--- src/rtl/upsc_pkg.sv ---
package upsc_pkg;

    typedef enum logic [1:0] {
        ST_IDLE,
        ST_WINDOW,
        ST_PIXELS,
        ST_FINISH
    } upsc_state_t;

    localparam logic [7:0] CMD_COL_RANGE = 8'h2A;
    localparam logic [7:0] CMD_ROW_RANGE = 8'h2B;
    localparam logic [7:0] CMD_MEM_WRITE = 8'h2C;
    localparam int unsigned WIN_ITEMS     = 11;

endpackage

--- src/rtl/upsc_window_seq.sv ---
module upsc_window_seq
    import upsc_pkg::*;
#(
    parameter int unsigned X_ORIGIN = 32,
    parameter int unsigned Y_ORIGIN = 56,
    parameter int unsigned WIN_W    = 256,
    parameter int unsigned WIN_H    = 128
) (
    input  logic [3:0] idx,
    output logic       is_cmd,
    output logic [7:0] value,
    output logic       last
);
    localparam logic [15:0] XS = 16'(X_ORIGIN);
    localparam logic [15:0] XE = 16'(X_ORIGIN + WIN_W - 1);
    localparam logic [15:0] YS = 16'(Y_ORIGIN);
    localparam logic [15:0] YE = 16'(Y_ORIGIN + WIN_H - 1);

    always_comb begin
        is_cmd = 1'b0;
        value  = 8'h00;
        unique case (idx)
            4'd0:    begin is_cmd = 1'b1; value = CMD_COL_RANGE; end
            4'd1:    value = XS[15:8];
            4'd2:    value = XS[7:0];
            4'd3:    value = XE[15:8];
            4'd4:    value = XE[7:0];
            4'd5:    begin is_cmd = 1'b1; value = CMD_ROW_RANGE; end
            4'd6:    value = YS[15:8];
            4'd7:    value = YS[7:0];
            4'd8:    value = YE[15:8];
            4'd9:    value = YE[7:0];
            4'd10:   begin is_cmd = 1'b1; value = CMD_MEM_WRITE; end
            default: begin is_cmd = 1'b0; value = 8'h00; end
        endcase
    end

    assign last = (idx == 4'(WIN_ITEMS - 1));

endmodule

--- src/rtl/upsc_raster_walker.sv ---
module upsc_raster_walker #(
    parameter int unsigned COLS      = 128,
    parameter int unsigned PAGE_ROWS = 8,
    localparam int unsigned COL_W    = $clog2(COLS),
    localparam int unsigned ROW_W    = $clog2(PAGE_ROWS)
) (
    input  logic             clk,
    input  logic             rst_n,
    input  logic             clear,
    input  logic             step,
    output logic [COL_W-1:0] col,
    output logic [ROW_W-1:0] row_bit,
    output logic             last
);
    logic dup_q;
    logic pass_q;
    logic col_wrap;
    logic row_wrap;

    assign col_wrap = (col == COL_W'(COLS - 1));
    assign row_wrap = (row_bit == ROW_W'(PAGE_ROWS - 1));
    assign last     = dup_q && col_wrap && pass_q && row_wrap;

    always_ff @(posedge clk or negedge rst_n) begin
        if (!rst_n) begin
            dup_q   <= 1'b0;
            col     <= '0;
            pass_q  <= 1'b0;
            row_bit <= '0;
        end else if (clear) begin
            dup_q   <= 1'b0;
            col     <= '0;
            pass_q  <= 1'b0;
            row_bit <= '0;
        end else if (step) begin
            dup_q <= ~dup_q;
            if (dup_q) begin
                col <= col_wrap ? '0 : col + 1'b1;
                if (col_wrap) begin
                    pass_q <= ~pass_q;
                    if (pass_q) begin
                        row_bit <= row_wrap ? '0 : row_bit + 1'b1;
                    end
                end
            end
        end
    end

endmodule

--- src/rtl/mono_page_upscaler.sv ---
module mono_page_upscaler
    import upsc_pkg::*;
#(
    parameter int unsigned COLS       = 128,
    parameter int unsigned PAGE_ROWS  = 8,
    parameter int unsigned FRAME_ROWS = 64,
    parameter int unsigned X_ORIGIN   = 32,
    parameter int unsigned Y_ORIGIN   = 56,
    parameter int unsigned PIX_W      = 16,
    parameter logic [15:0] ON_COLOR   = 16'h7FFF,
    parameter logic [15:0] OFF_COLOR  = 16'h0000,
    localparam int unsigned COL_W     = $clog2(COLS),
    localparam int unsigned ROW_W     = $clog2(PAGE_ROWS)
) (
    input  logic                 clk,
    input  logic                 rst_n,
    input  logic                 start,
    input  logic                 first,
    output logic [COL_W-1:0]     rd_addr,
    input  logic [PAGE_ROWS-1:0] rd_data,
    output logic                 out_valid,
    input  logic                 out_ready,
    output logic                 out_is_cmd,
    output logic [PIX_W-1:0]     out_data,
    output logic                 busy,
    output logic                 done
);
    upsc_state_t state, state_nx;

    logic             fire;
    logic [3:0]       win_idx;
    logic             win_is_cmd;
    logic [7:0]       win_value;
    logic             win_last;
    logic [COL_W-1:0] col;
    logic [ROW_W-1:0] row_bit;
    logic             page_last;

    upsc_window_seq #(
        .X_ORIGIN (X_ORIGIN),
        .Y_ORIGIN (Y_ORIGIN),
        .WIN_W    (2 * COLS),
        .WIN_H    (2 * FRAME_ROWS)
    ) u_win (
        .idx    (win_idx),
        .is_cmd (win_is_cmd),
        .value  (win_value),
        .last   (win_last)
    );

    upsc_raster_walker #(
        .COLS      (COLS),
        .PAGE_ROWS (PAGE_ROWS)
    ) u_walk (
        .clk     (clk),
        .rst_n   (rst_n),
        .clear   (state == ST_IDLE),
        .step    (fire && (state == ST_PIXELS)),
        .col     (col),
        .row_bit (row_bit),
        .last    (page_last)
    );

    // State register
    always_ff @(posedge clk or negedge rst_n) begin
        if (!rst_n) state <= ST_IDLE;
        else        state <= state_nx;
    end

    // Setup-sequence index
    always_ff @(posedge clk or negedge rst_n) begin
        if (!rst_n)                             win_idx <= '0;
        else if (state == ST_IDLE)              win_idx <= '0;
        else if (fire && state == ST_WINDOW)    win_idx <= win_idx + 1'b1;
    end

    // Next-state logic
    always_comb begin
        state_nx = state;
        unique case (state)
            ST_IDLE:   if (start) state_nx = first ? ST_WINDOW : ST_PIXELS;
            ST_WINDOW: if (fire && win_last) state_nx = ST_PIXELS;
            ST_PIXELS: if (fire && page_last) state_nx = ST_FINISH;
            ST_FINISH: state_nx = ST_IDLE;
            default:   state_nx = ST_IDLE;
        endcase
    end

    assign fire = out_valid && out_ready;

    // Output logic
    always_comb begin
        out_valid  = 1'b0;
        out_is_cmd = 1'b0;
        out_data   = '0;
        busy       = 1'b1;
        done       = 1'b0;
        unique case (state)
            ST_IDLE: busy = 1'b0;
            ST_WINDOW: begin
                out_valid  = 1'b1;
                out_is_cmd = win_is_cmd;
                out_data   = PIX_W'(win_value);
            end
            ST_PIXELS: begin
                out_valid = 1'b1;
                out_data  = rd_data[row_bit] ? PIX_W'(ON_COLOR) : PIX_W'(OFF_COLOR);
            end
            ST_FINISH: done = 1'b1;
            default:   busy = 1'b0;
        endcase
    end

    assign rd_addr = col;

endmodule

--- config.mk ---
export PLATFORM = sky130hd
export DESIGN_NAME = mono_page_upscaler
export DESIGN_NICKNAME = d
export VERILOG_FILES = /design/src/rtl/upsc_pkg.sv /design/src/rtl/upsc_window_seq.sv /design/src/rtl/upsc_raster_walker.sv /design/src/rtl/mono_page_upscaler.sv
export SDC_FILE = /design/constraint.sdc
export NUM_CORES = 1
export LEC_CHECK = 0
export ABC_AREA = 1
export BUFFER_PORTS_ARGS = -buffer_cell sky130_fd_sc_hd__buf_2
export CELL_PAD_IN_SITES_DETAIL_PLACEMENT = 0
export CELL_PAD_IN_SITES_GLOBAL_PLACEMENT = 1
export CORE_UTILIZATION = 34
export CTS_BUF_LIST = sky130_fd_sc_hd__clkbuf_4 sky130_fd_sc_hd__clkbuf_8
export DETAILED_ROUTE_END_ITERATION = 12
export PLACE_DENSITY_LB_ADDON = 0.1
export SYNTH_ARGS = -nofsm -noshare
export SYNTH_HDL_FRONTEND = slang
export SYNTH_SLANG_ARGS = --single-unit
--- constraint.sdc ---
create_clock -name clk -period 1.6 [get_ports clk]
set_input_delay 0.24 -clock clk [delete_from_list [all_inputs] [get_ports clk]]
set_output_delay 0.24 -clock clk [all_outputs]
set_load 0.01 [all_outputs]
==> After elaboration in Yosys (flattened, before gate mapping) <==
Index checks and enable logic that the tools add are counted.
{ "word_totals": {"register_bits": 18, "input_bits": 13, "output_inout_bits": 27} }
{ "op_classes": {"add_sub_neg": 3, "n_lt_le_gt_ge": 1, "n_eq_ne": 15, "mux": 33, "bitwise": 2, "reduce_logical": 21} }
{ "op_table": {"columns": ["cell", "n"], "rows": [
  ["case mux 8 bit (8 select lines)", 1],
  ["case mux 15 bit (2 select lines)", 1],
  ["two-way mux 7 bit", 4],
  ["two-way mux 3 bit", 6],
  ["two-way mux 15 bit", 1],
  ["equality test 4 x 3 -> 1 bit (second input constant)", 3],
  ["two-way mux 1 bit", 12],
  ["nonzero test 2 bit", 5],
  ["equality test 4 x 2 -> 1 bit (second input constant)", 2],
  ["equality test 4 bit (second input constant)", 2],
  ["logical AND 1 bit", 8],
  ["two-way mux 2 bit", 4],
  ["two-way mux 4 bit", 2],
  ["case mux 2 bit (4 select lines)", 1],
  ["adder 7 x 1 -> 7 bit (second input constant)", 1],
  ["equality test 7 bit (second input constant)", 1],
  ["AND reduction 3 bit", 2],
  ["adder 4 x 1 -> 4 bit (second input constant)", 1],
  ["equality test 2 bit (second input constant)", 2],
  ["logical NOT 4 bit", 1],
  ["less-than comparator 3 x 4 -> 1 bit (second input constant)", 1],
  ["!= test 2 x 1 -> 1 bit (second input constant)", 2],
  ["AND reduction 4 bit", 1],
  ["adder 3 x 1 -> 3 bit (second input constant)", 1],
  ["other kinds (9)", 10]
]} }

==> Longest topological paths before layout <==
Gate-level depths: netlist (run 1).
{ "depth": {"depth_word": 7, "mapped_depth": 9} }

==> Modules after synthesis <==
From an unflattened synthesis (run 1), not the netlist that was laid out.
{ "unflattened": {"cells_unflattened": 211, "area_unflattened_um2": 1471.4} }
{ "by_module_without_submodules": {"columns": ["mod", "n_inst", "cells_each", "area_per_inst_um2", "seq_area_each_um2"], "rows": [
  ["upsc_raster_walker", 1, 81, 701.9, 300.3],
  ["mono_page_upscaler", 1, 94, 604.3, 150.1],
  ["upsc_window_seq", 1, 36, 165.2, 0.0]
]} }

==> Worst setup path before layout (run 1) <==
Ideal clock, no wire load.
{ "synth_path": {"path_type": "reg2out", "start": "reg state[0]", "end": "out out_data[10]", "t_arrival_ns": 1.496, "path_slack_ns": -0.136, "stages_incl_launch_ff": 8, "cell_sequence": "dfrtp_1 inv_1 ha_1 nand2_1 inv_1 nand3_2 inv_1 buf_4"} }
{ "synth_via": {"elab_chain_cells": 2, "word_cells_on_any_way": 3} }
{ "synth_lines": {"columns": ["item", "line_no", "text"], "rows": [
  ["start, declared", "mono_page_upscaler.sv:28", "upsc_state_t state, state_nx;"],
  ["start signal, assigned", "mono_page_upscaler.sv:67", "else state <= state_nx;"],
  ["equality test 2 bit or equality test 2 x 1 -> 1 bit (tied branches)", "mono_page_upscaler.sv:98", "unique case (state)"],
  ["case mux 15 bit (2 select lines) *", "mono_page_upscaler.sv:98", null],
  ["end, declared", "mono_page_upscaler.sv:24", "output logic [PIX_W-1:0] out_data,"]
]} }
Every way passes the cells marked *; elsewhere a longest branch is shown, timed or not.

==> Final worst setup path (run 1) <==
{ "layout_path": {"start": "reg state[0]", "end": "out out_data[8]"} }
The elaborated chain is that of the path after synthesis.

==> results.sh, run 1 <==
export IMPL_io_pins=40
export IMPL_slew_violations=0
export IMPL_grt_pass1_wl_um=5250
export IMPL_ys_top_cells_by_count="nand2_1, nand3_1, inv_1"
export IMPL_ys_seq_area_share_pct=31.7
export IMPL_wirelength_um=3370
export IMPL_start_util_pct=35.5
export IMPL_first_pass_iters=4
export IMPL_ys_types=27
export IMPL_rows=23
export IMPL_final_hold_violation_count=0
export IMPL_worstPathArrival_ns=1.47
export IMPL_switching_share_pct=47.4
export IMPL_intPower_mw=1.76
export IMPL_preCtsSetupSlack_ns=0.000763
export IMPL_power_frac_seq_pct=22.1
export IMPL_setup_viol=17
export IMPL_die_area_sq_um=4440
export IMPL_syn_instance_count=203
export IMPL_synth_area_sq_um=1420
export IMPL_max_stage_delay_ns=0.37
export IMPL_dieHeight_um=66.6
export IMPL_dp_hpwl_um=2570
export IMPL_clkPwrFrac_pct=9.1
export IMPL_finalCritPeriodShare_pct=107
export IMPL_grt_pass1_vias=1231
export IMPL_antennaDiodeCount=0
export IMPL_routedWlPerCell_um=11.3
export IMPL_synth_top_area_share_pct=31.7
export IMPL_worst_slack_ns=-0.112
export IMPL_synth_flop_cell="dfrtp_1"
export IMPL_cts_root_buffer="clkbuf_8"
export IMPL_yosysWarnings=0
export IMPL_synth_nets=227
export IMPL_ant_nets=0
export IMPL_yosysTopAreaCell="dfrtp_1"
export IMPL_syn_area_per_cell_sq_um=7.00
export IMPL_rsz0062_at_grt="true"
export IMPL_core_sq_um=4000
export IMPL_crit_top_cell="inv_2"
export IMPL_cts_path_max_buffers=2
export IMPL_layout_min_cycle_time_ns=1.71
export IMPL_power_mw=3.35
export IMPL_critPathSlowestCell="dfrtp_1"
export IMPL_irDropWorstVdd_uv=687
export IMPL_htree_levels=1
export IMPL_violations="setup timing"
export IMPL_end_kind="primary output"
export IMPL_vias_per_cell=4.80
export IMPL_cts_tree="built"
export IMPL_drc_errors=0
export IMPL_area_growth_syn_to_layout_pct=37.4
export IMPL_clkSlewWorstSetupHoldPaths_ns=0.07
export IMPL_grt_use_total_pct=15.5
export IMPL_required_ns=1.36
export IMPL_clock_latency_ns=0.25
export IMPL_cts_buffers=3
export IMPL_crit_path_max_fanout=8
export IMPL_timing_fmax_ghz=0.584
export IMPL_synthTopCellsByArea="dfrtp_1, nand2_1, ha_1"
export IMPL_cts_sinks=18
export IMPL_antenna_found_initial=0
export IMPL_startpoint_type="register"
export IMPL_synth_edf_count=0
export IMPL_die_x_um=66.6
export IMPL_fin_nets=274
export IMPL_p_sw_mw=1.59
export IMPL_gp_congestion=0.774
export IMPL_synth_most_common_cell="nand2_1"
export IMPL_grt_overflow=0
export IMPL_maxCapViolCount=0
export IMPL_power_density_nw_per_um2=1720
export IMPL_worstSetupPathType="register to primary output"
export IMPL_drt_iter0_drc=49
export IMPL_portBuffers=38
export IMPL_ys_ff_latch=18
export IMPL_leakagePower_nw=1.03
export IMPL_fin_worst_skew_ns=0.00362
export IMPL_via_count=1430
export IMPL_p_comb_share_pct=68.8
export IMPL_grt_max_degree=19
export IMPL_drive_above_1_share_pct=40.7
export IMPL_reg2reg_slack_ns=-0.02
export IMPL_hold_class="input pin to register"
export IMPL_path_cells="inv_2 -> ha_4 -> nand2_2 -> inv_2 -> nand3_4 -> inv_4 -> buf_2"
export IMPL_async_reset_ff_share_pct=100
export IMPL_status="finished, violations left"
[layout make-up]
type                       count  area [sq um]
sequential                    18           454
timing repair buffer          53           328
multi-input combinational    150           965
tap                           50          62.6
clock buffer                   3          41.3
inverter                      24           100
fill                         414          2050
[per-stage QoR]
| stage | cells | util [%] | hold WS [ns] | instance area [sq um] | TNS, ns |
|---|---|---|---|---|---|
| global route | 298 | 48.8 | 0.331 | 1950 | -3.07 |
| floorplan | 203 | - | -0.0556 | 1430 | 0 |
| finish | 298 | 48.8 | 0.327 | 1950 | -1.34 |
| CTS | 295 | 45.6 | 0.326 | 1830 | -1.52 |
| detailed placement | 286 | 41.2 | 0.202 | 1650 | 0 |
| global placement | 286 | 41.2 | 0.200 | 1650 | 0 |
[power groups by stage]
| stage | Sequential [mW] | Clock, mW | Combinational [mW] |
|---|---|---|---|
| after floorplan | 0.698 | 0 | 1.31 |
| after global placement | 0.708 | 0 | 1.78 |
| after detailed placement | 0.712 | 0 | 1.83 |
| after CTS | 0.718 | 0.319 | 2.09 |
| after global routing | 0.762 | 0.342 | 2.58 |
| final | 0.740 | 0.303 | 2.30 |
[sequential cells by signal, indices dropped and copies added, names as in the netlist]
name,count
u_walk.row_bit,3
win_idx,4
u_walk.pass_q,1
u_walk.dup_q,1
state,2
u_walk.col,7
[final timing paths]
check,startpoint,to,cells after the start
worst min register to register,u_walk.pass_q$_DFFE_PN0P_,u_walk.pass_q$_DFFE_PN0P_,2
worst min-delay path,out_ready,u_walk.dup_q$_DFFE_PN0P_,3
worst max-delay path,state[0]$_DFFE_PN0P_,out_data[8],7
max in group asynchronous,rst_n,win_idx[1]$_DFFE_PN0P_,2
worst max register to register,state[0]$_DFFE_PN0P_,state[1]$_DFFE_PN0P_,10
min in group asynchronous,rst_n,u_walk.col[1]$_DFFE_PN0P_,2
[repair_timing]
item	CTS	global route
resized for setup	26	26
endpoints found under the setup margin	16	27
setup buffers	5	3
hold buffers	1	0
hold endpoints to repair	18	0
pin swaps	4	12
[logic make-up after synthesis]
family          after synthesis  synth area share [%]
simple gates                116                  38.6
buf+inv                      35                  11.5
compound gates               22                  8.19
flops                        18                  31.7
fa+ha+maj                    11                  9.69
other cells                   1                 0.264
[critical path: cells and delay by family (launching register included)]
family                     cells  cell delay, ns
buffers and inverters          4            0.39
DFF                            1            0.37
adders and majority gates      1            0.29
and+or+nand+nor                2            0.18
[layout by cell type (no fill, tap or decap), types with 2 or more instances in the layout]
cell type / Yosys / final
dfrtp_1: 18 / 15
buf_4: 8 / 13
o21ai_1: 3 / 4
nand3b_1: 2 / 2
nor2_1: 16 / 12
ha_1: 11 / 3
nand3_2: 3 / 4
inv_4: 0 / 4
buf_2: 2 / 35
nand2_1: 58 / 56
dfrtp_2: 0 / 3
a21oi_1: 5 / 5
ha_4: 0 / 7
nor2_2: 3 / 5
o21ai_0: 12 / 8
inv_1: 20 / 13
clkbuf_8: 0 / 3
nand2_2: 2 / 3
nor2_4: 1 / 3
nand2_4: 1 / 2
nand4_1: 4 / 4
buf_6: 0 / 4
o21ai_2: 0 / 2
inv_2: 3 / 7
nor3_1: 2 / 2
nand3_1: 22 / 20
[layer usage]
layer | vias up | part of all wire, % | GRT usage (%)
met5 | - | 0 | 0
met4 | 0 | 0.68 | 4.79
met3 | 2 | 2.8 | 1.54
met2 | 22 | 51 | 28.0
met1 | 668 | 45 | 19.0
li1 | 738 | - | -
Power figures use the tool's default switching activity.
==> inputs of run 2 (changes only) <==
--- a/config.mk
+++ b/config.mk
@@ -5,14 +5,14 @@
 export SDC_FILE = /design/constraint.sdc
 export NUM_CORES = 1
 export LEC_CHECK = 0
-export ABC_AREA = 1
 export BUFFER_PORTS_ARGS = -buffer_cell sky130_fd_sc_hd__buf_2
 export CELL_PAD_IN_SITES_DETAIL_PLACEMENT = 0
 export CELL_PAD_IN_SITES_GLOBAL_PLACEMENT = 1
-export CORE_UTILIZATION = 34
+export CORE_UTILIZATION = 36
 export CTS_BUF_LIST = sky130_fd_sc_hd__clkbuf_4 sky130_fd_sc_hd__clkbuf_8
 export DETAILED_ROUTE_END_ITERATION = 12
 export PLACE_DENSITY_LB_ADDON = 0.1
+export REMOVE_ABC_BUFFERS = 1
 export SYNTH_ARGS = -nofsm -noshare
 export SYNTH_HDL_FRONTEND = slang
 export SYNTH_SLANG_ARGS = --single-unit
==> run 2 against run 1 <==
  * The run still ends with setup timing left
  * Sequential power is 7.0% lower
  * Clock power is 28% higher
  * Via count is 1.8% lower
  * Sequential share of layout area is 3.2 points lower
  * Critical path depth is 2 lower
  * Power is 13% higher
  * Cell count is 6.7% lower
  * Sequential cell count stayed put
  * Critical endpoint is now out_data[4]
  * Largest cell class unchanged
==> results.sh, run 2 <==
export IMPL_synth_most_common_cell="dfrtp_1"
export IMPL_clkPwrFrac_pct=10.3
export IMPL_antennaDiodeCount=0
export IMPL_hold_class="input pin to register"
export IMPL_grt_overflow=0
export IMPL_p_sw_mw=1.55
export IMPL_grt_pass1_wl_um=6490
export IMPL_holdPathStages=4
export IMPL_gp_congestion=0.850
export IMPL_clock_latency_ns=0.26
export IMPL_yosysTopAreaCell="dfrtp_1"
export IMPL_rr_worst_depth=8
export IMPL_startpoint_type="register"
export IMPL_drt_iter0_drc=29
export IMPL_cts_path_max_buffers=2
export IMPL_fillCellCount=320
export IMPL_crit_path_max_fanout=8
export IMPL_syn_instance_count=158
export IMPL_rows=22
export IMPL_grt_max_degree=19
export IMPL_worst_slack_ns=-0.438
export IMPL_top_regs="u_walk.col (7), win_idx (4), u_walk.row_bit (3)"
export IMPL_slew_violations=0
export IMPL_ys_top_cells_by_count="dfrtp_1, nor2_1, ha_1, nand2_1"
export IMPL_synth_edf_count=0
export IMPL_ys_types=39
export IMPL_yosysWarnings=0
export IMPL_switching_share_pct=41.0
export IMPL_fin_worst_skew_ns=0.00214
export IMPL_start_util_pct=37.9
export IMPL_worstPathArrival_ns=1.80
export IMPL_vias_per_cell=5.05
export IMPL_core_sq_um=3720
export IMPL_intPower_mw=2.23
export IMPL_regMostFlops="u_walk.col"
export IMPL_utilization_pct=60.7
export IMPL_hold_slack_ns=0.318
export IMPL_leakagePower_nw=1.08
export IMPL_rsz0062_at_grt="true"
export IMPL_violations="setup timing"
export IMPL_cts_sinks=18
export IMPL_fin_nets=255
export IMPL_final_common_cell="buf_2"
export IMPL_layout_common_cells="buf_2, buf_4, nor2_1, dfrtp_1, buf_6"
export IMPL_io_pins=40
export IMPL_die_x_um=64.5
export IMPL_synth_flop_cell="dfrtp_1"
export IMPL_die_area_sq_um=4160
export IMPL_dieHeight_um=64.5
export IMPL_wirelength_um=3840
export IMPL_grt_pass1_vias=1413
export IMPL_layout_min_cycle_time_ns=2.04
export IMPL_ys_seq_area_share_pct=32.0
export IMPL_p_comb_share_pct=71.5
export IMPL_cts_tree="built"
export IMPL_routedWlPerCell_um=13.8
export IMPL_dp_hpwl_um=2660
export IMPL_synth_area_sq_um=1410
export IMPL_ant_nets=0
export IMPL_syn_area_per_cell_sq_um=8.91
export IMPL_finalCritPeriodShare_pct=127
export IMPL_worstSetupPathType="register to primary output"
export IMPL_irDropWorstVdd_uv=745
export IMPL_timing_fmax_ghz=0.491
export IMPL_required_ns=1.36
export IMPL_clkSlewWorstSetupHoldPaths_ns=0.08
export IMPL_portBuffers=38
export IMPL_htree_levels=1
export IMPL_power_frac_seq_pct=18.2
export IMPL_cts_root_buffer="clkbuf_8"
export IMPL_grt_use_total_pct=19.7
export IMPL_setup_viol=26
export IMPL_via_count=1404
export IMPL_area_growth_syn_to_layout_pct=60.3
export IMPL_drive_above_1_share_pct=56.1
export IMPL_largest_reg_flops=7
export IMPL_async_reset_ff_share_pct=100
export IMPL_cts_buffers=3
export IMPL_power_density_nw_per_um2=1670
export IMPL_status="finished, violations left"
export IMPL_maxCapViolCount=0
export IMPL_end_kind="primary output"
export IMPL_antenna_found_initial=0
export IMPL_first_pass_iters=4
export IMPL_drc_errors=0
export IMPL_final_hold_violation_count=0
export IMPL_power_mw=3.77
export IMPL_synthTopCellsByArea="dfrtp_1, ha_1, buf_4"
export IMPL_ys_ff_latch=18
export IMPL_synth_top_area_share_pct=32.0
run 2: cell types whose count changed after synthesis, moves of 4 or more:
cell	before	now
clkbuf_1	1	7
mux2i_1	0	4
nand3_1	22	5
o21ai_0	12	7
a21oi_1	5	9
inv_1	20	7
xor2_1	0	6
nand2_1	58	11
run 2: kinds of logic after synthesis:
family / after synthesis / synth area share, %
AOI/OAI and AO/OA: 35 / 15.9
DFF: 18 / 32.0
adders and majority gates: 11 / 9.78
buffers and inverters: 24 / 8.89
muxes: 10 / 10.0
other: 1 / 0.266
and+or+nand+nor: 51 / 18.1
xor gates and xnor gates: 8 / 4.98
run 2: path summary, 6_finish.rpt:
check,startpoint,endpoint,slack (ns)
worst max register to register,state[1]$_DFFE_PN0P_,u_walk.row_bit[1]$_DFFE_PN0P_,-0.18
worst max-delay path,u_walk.row_bit[0]$_DFFE_PN0P_,out_data[4],-0.44
worst min register to register,u_walk.col[5]$_DFFE_PN0P_,u_walk.col[5]$_DFFE_PN0P_,0.62
max in group asynchronous,rst_n,u_walk.row_bit[0]$_DFFE_PN0P_,0.82
min in group asynchronous,rst_n,state[0]$_DFFE_PN0P_,0.45
worst min-delay path,first,state[1]$_DFFE_PN0P_,0.32
run 2: layout make-up:
cell class | instances | area [sq um] | area share, %
multi-input cells | 116 | 1040 | 46.3
repair buffers | 85 | 613 | 27.2
flip-flops and latches | 18 | 454 | 20.1
well taps | 48 | 60.1 | 2.66
inverters | 7 | 28.8 | 1.28
clock buffers | 4 | 55.1 | 2.44
run 2: power by group through the flow:
| stage | registers (mW) | clock network (mW) | logic (mW) |
|---|---|---|---|
| after floorplan | 0.657 | 0 | 1.09 |
| after global routing | 0.706 | 0.410 | 2.96 |
| after CTS | 0.674 | 0.393 | 2.39 |
| after global placement | 0.643 | 0 | 1.94 |
| final | 0.688 | 0.388 | 2.70 |
| after detailed placement | 0.656 | 0 | 1.98 |
run 2: per-layer routing:
metal	vias to the layer above	global-route usage, %	routed length (um)
li1	698	-	-
met1	659	26.4	1900
met2	42	33.3	1770
met3	5	2.11	120
met4	0	5.28	48
met5	-	0	0
run 2: per-stage QoR:
step	setup slack, ns	cell area, sq um	std cells	setup TNS [ns]
2_1_floorplan	-0.297	1310	141	-3.49
3_3_place_gp	-0.237	1830	261	-3.49
3_5_place_dp	-0.275	1830	261	-4.19
4_1_cts	-0.481	2090	274	-8.01
5_1_grt	-0.517	2260	278	-9.70
6_report	-0.438	2260	278	-7.48
run 2: critical path, stage by stage (launching register included):
cell and delay (ns):
dfrtp_2 0.40, mux4_2 0.49, mux2_4 0.29, nand3_4 0.12, o21ai_1 0.09, buf_2 0.14
run 2: timing repair:
action | in CTS | in global routing
endpoints found under the setup margin | 27 | 32
buffers inserted | 8 | 5
hold buffers | 1 | 0
endpoints found under the hold margin | 18 | 0
gates resized for setup | 38 | 30
pin swaps | 11 | 13
cloned | 0 | 0
